<file path="config.mk">
export PLATFORM = sky130hd
export DESIGN_NAME = sp_frame_packer
export DESIGN_NICKNAME = d
export VERILOG_FILES = /design/src/rtl/sp_frame_packer.sv
export SDC_FILE = /design/constraint.sdc
export NUM_CORES = 1
export LEC_CHECK = 0
export CORE_MARGIN = 2
export CORE_UTILIZATION = 26
export CTS_CLUSTER_DIAMETER = 200
export DETAILED_ROUTE_END_ITERATION = 7
export SLEW_MARGIN = 0
export SYNTH_ARGS = -nofsm -noshare
export SYNTH_HDL_FRONTEND = slang
export SYNTH_SLANG_ARGS = --single-unit
export TNS_END_PERCENT = 50
</file>
<file path="constraint.sdc">
create_clock -name clk -period 2.5 [get_ports clk]
set_input_delay 0.5 -clock clk [delete_from_list [all_inputs] [get_ports clk]]
set_output_delay 0.5 -clock clk [all_outputs]
set_load 0.01 [all_outputs]
</file>
<file path="src/rtl/sp_frame_packer.sv">
module sp_frame_packer #(
  parameter int PKT_W = 30,
  parameter int NSLOT = 4,
  parameter logic [3:0] HDR_TAG = 4'h5,
  parameter logic [6:0] SCR_SEED = 7'h7F
) (
  input  logic             clk,
  input  logic             rst_n,
  input  logic             in_valid,
  input  logic [PKT_W-1:0] in_data,
  output logic             in_ready,
  input  logic             sync_en,
  input  logic [7:0]       sync_byte,
  output logic [7:0]       ser_data,
  output logic             ser_sof
);
  localparam int PAY_W = PKT_W * NSLOT;
  localparam int FRM_W = 4 + NSLOT + PAY_W;
  localparam int NBYTE = FRM_W / 8;
  localparam int CW = $clog2(NBYTE);
  localparam int FW = $clog2(NSLOT + 1);
  localparam int SW = $clog2(NSLOT);
  localparam logic [FRM_W-1:0] IDLE_FRM = {HDR_TAG, {(FRM_W-4){1'b0}}};

  logic [CW-1:0]             cnt;
  logic [FW-1:0]             fill;
  logic [NSLOT-1:0][PKT_W-1:0] slot, slot_n;
  logic [6:0]                lfsr, lfsr_n;
  logic [FRM_W-1:0]          shreg;
  logic                      out_sync;
  logic [PAY_W-1:0]          pay_plain, pay_scr;
  logic [NSLOT-1:0]          par;
  logic                      last, take;

  assign last     = (cnt == CW'(NBYTE - 1));
  assign in_ready = !sync_en && (fill < FW'(NSLOT));
  assign take     = in_valid && in_ready;
  assign ser_data = shreg[FRM_W-1 -: 8];
  assign ser_sof  = (cnt == '0);

  always_comb begin
    logic [6:0] st;
    logic       kb;
    slot_n = slot;
    if (take) slot_n[fill[SW-1:0]] = in_data;
    for (int i = 0; i < NSLOT; i++) begin
      pay_plain[PAY_W-1-PKT_W*i -: PKT_W] = slot_n[i];
      par[i] = ^slot_n[i];
    end
    st = lfsr;
    for (int k = 0; k < PAY_W; k++) begin
      kb = st[6] ^ st[5];
      pay_scr[PAY_W-1-k] = pay_plain[PAY_W-1-k] ^ kb;
      st = {st[5:0], kb};
    end
    lfsr_n = st;
  end

  always_ff @(posedge clk or negedge rst_n) begin
    if (!rst_n) begin
      cnt      <= '0;
      fill     <= '0;
      slot     <= '0;
      lfsr     <= SCR_SEED;
      shreg    <= IDLE_FRM;
      out_sync <= 1'b0;
    end else begin
      cnt <= last ? '0 : cnt + 1'b1;
      if (last && sync_en) begin
        shreg    <= {NBYTE{sync_byte}};
        out_sync <= 1'b1;
        slot     <= slot_n;
      end else if (last) begin
        shreg    <= {HDR_TAG, par, pay_scr};
        out_sync <= 1'b0;
        lfsr     <= lfsr_n;
        slot     <= '0;
        fill     <= '0;
      end else begin
        shreg <= shreg << 8;
        slot  <= slot_n;
        fill  <= fill + FW'(take);
      end
    end
  end
endmodule

</file>
==> impl_results.md <==
- Largest buffer count on any clock path: 3
- Drt total wl: 53100 um
- Synth async-reset ratio: 100%
- Final Power: 0.0215 W
- Drt via density: 4.55
- Post-Synthesis Cells: 1393
- Sequential area share after synthesis: 45.5%
- Initial antenna violation count: 3
- PortBufs: 51
- R2R depth: 8
- Worst endpoint data arrival time: 3000 ps
- Clock period minus worst slack: 2520 ps
- Post-route ant nets: 0
- Hold Crit Depth: 2
- Required time worst endpoint: 2980 ps
- Crit path buf inv count: 2
- Layout area overhead: 33.6%
- DRT Pass-1 Iters: 5
- CTS buffer count: 31
- Top post-synthesis cells by area: dfrtp_1 44%, xnor2_1 17%, mux2i_1 8.5%, xor2_1 5.4%, o21ai_0 4.8%
- Synth Area in XOR/XNOR: 24.8%
- Max VDD drop: 1.03 mV
- Root Driver: clkbuf_16
- Synth area leader: dfrtp_1
- Worst rel slew slack: 45.7%
- Yosys top cell area share: 43.9%
- Pin count of the biggest net entering global routing: 95
- Ordered list of cells on the worst path: buf_4 > xor2_1 > xor2_2 > xnor2_2 > xnor2_1 > buf_4 > o21ai_0 > and2_1
- Initial DRC count: 1159
- Main combinational cell family by area after synthesis: XOR/XNOR gates
- Most Frequent Cell on Critical Path: buf_4
- Max-cap viol count: 0
- Hold Path Class: flip-flop to flip-flop
- Total congestion overflow: 0
- Setup TNS: -23.4 ps
- Post-Synth Adder-Cell Area: 0.347%
- Reg-to-reg startpoint: lfsr[2]$_DFFE_PN1P_
- Fin nets: 1740
- Layout cells sized above 1: 24.2%
- Setup ws final: -23.4 ps
- Fin. max-slew vios: 0
- Post-synthesis sequential element count: 262
- Netlist Area Pre-Place: 14400 um2
- Fill cell count: 5501
- Die area: 57400 um2
- Vias in the first global route: 11500
- Gpl congestion: 0.951
- Drt drc: 0
- Num Clock Sinks: 262
- Core ar.: 55000 um2
- Type of origin of the critical path: flip-flop
- CP endpoint kind: flip-flop
- Commonest cells post-synth: 286 x xnor2_1, 253 x dfrtp_1, 151 x nor2_1
- CP max stage cell: dfstp_2
- Initial Util: 26.2%
- Clock slew at reported path FFs: 60 ps
- Drt wl/cell: 21.5 um
- Mean Syn Cell Area: 10.4 um2
- Yosys warns: 0
- Via Count: 11200
- Ys flop type: dfrtp_1
- Most frequent cell after synthesis: xnor2_1
- Final setup violation count: 1
- Die width: 240 um
- Setup CP Type: flip-flop to flip-flop
- Crit Path Max Fanout: 6
- Pwr per Cell Area: 1120 nW/um2
- Static leakage: 8.81 nW
- Complex-gate fraction of the synthesized area: 9.78%
- Failing checks: negative setup slack
- RSZ-0062 raised after global routing: true
- Num ports: 52
- First-pass GRT wire length: 77700 um
- Placed wire-length estimate: 40500 um
- Worst Max-Slew Pin Slew: 815 ps
- Placement row count: 86
- Gr usage total: 18.7%
- Crit. Startpoint: lfsr[2]$_DFFE_PN1P_
- DIE HEIGHT: 240 um
- Post-Synth Simple-Gate Area: 7.80%
- Unique masters post-synth: 37
- Core Util, Final: 35.0%
- Post-synthesis mux area share: 8.47%
- TritonCTS clock tree: built
- Synthesized Nets: 1439
- Worst path depth: 8
- Hold Vio Cnt, Final: 0
- Clk_lat worst skew: 590 ps
- H-tree level count: 1
- Hold Path Origin: shreg[9]$_DFF_PN0_
- Post-synth EDFFs: 0
- FMAX: 396 MHz
- CP max stage delay: 690 ps
- Fin crit share: 101%
- Worst path top cell family by delay: XOR/XNOR gates
- Final Skew: 13.8 ps
- Status: complete, but fails checks
-- worst reg2reg max path, delay by kind of cell, from the launching register on --
kind                   cells  cell delay [ps]
flip-flops                 1              690
AO/OA/AOI/OAI              1               70
AND/OR/NAND/NOR            1              190
buffers and inverters      2              390
XOR/XNOR                   4             1080
-- state kept, by name, indices dropped and copies added (netlist names) --
name	flops
fill	3
lfsr	7
slot	120
shreg	128
cnt	4
-- worst paths after layout --
kind / slack, ps / endpoint
min in group asynchronous: 450 / shreg[53]$_DFF_PN0_
worst min-delay path: 440 / shreg[17]$_DFF_PN0_
worst max-delay path: -20 / shreg[5]$_DFF_PN0_
max in group asynchronous: 1300 / slot[116]$_DFF_PN0_
worst min register to register: 440 / shreg[17]$_DFF_PN0_
worst max register to register: -20 / shreg[5]$_DFF_PN0_
-- cell usage in the layout, fill, tap and decap left out, drive strengths merged --
master,n
diode,1
nand2b,10
nand2,108
xnor3,2
o41ai,1
o22ai,2
a21oi,7
o21ai,137
dfrtp,253
xnor2,292
o221ai,1
dfstp,9
clkinv,4
inv,4
a21o,1
o21a,42
and3,1
nor3b,3
mux2i,122
ha,4
clkinvlp,1
dlygate4sd2,1
dlygate4sd3,1
nand3,5
and2,2
bufinv,2
nor2b,1
clkdlybuf4s50,48
o211a,3
nor3,1
xor2,95
clkbuf,51
o211ai,41
nor2,151
buf,311
nand3b,1
-- routing by layer --
metal	GRT usage, %	share of wire, %
met4	7.23	3.8
met5	0	0
met2	28.5	44
met1	25.9	46
met3	3.65	6.4
-- layout make-up --
| class | instances | area [um2] | share of cell area, % |
|---|---|---|---|
| diodes | 1 | 2.50 | 0.0130 |
| clock buffers | 49 | 893 | 4.64 |
| clock inverters | 8 | 96.3 | 0.500 |
| inverters | 3 | 11.3 | 0.0584 |
| multi-input cells | 1033 | 7650 | 39.7 |
| flip-flops and latches | 262 | 6570 | 34.1 |
| well taps | 748 | 936 | 4.86 |
| repair buffers | 363 | 3110 | 16.1 |
-- cell families after synthesis --
family	after synthesis
buf+inv	98
simple gates	283
compound gates	235
fa+ha+maj	4
mux	122
xor+xnor	389
flops	262
-- power by group --
part,switching [W],internal [W]
logic,0.00574,0.00523
registers,0.000667,0.00534
clock network,0.00189,0.00264
total,0.00830,0.0132
-- metrics by stage --
step | cells | worst slack [ps] | instance area, um2 | hold slack [ps]
after floorplan | 1393 | 161 | 14400 | 204
after global placement | 2405 | -855 | 18000 | 421
after detailed placement | 2405 | -861 | 18000 | 424
after CTS | 2463 | -16.3 | 19000 | 439
after global routing | 2466 | -56.0 | 19300 | 446
final | 2467 | -23.4 | 19300 | 439
-- timing repair --
item,in CTS,in global routing
setup endpoints to repair,4,26
pin swaps,0,4
buffers inserted,0,1
hold buffers,1,0
gates resized for setup,5,38
gates cloned,0,2
hold endpoints to repair,39,0
No activity file was read; power rests on OpenSTA's default activity.
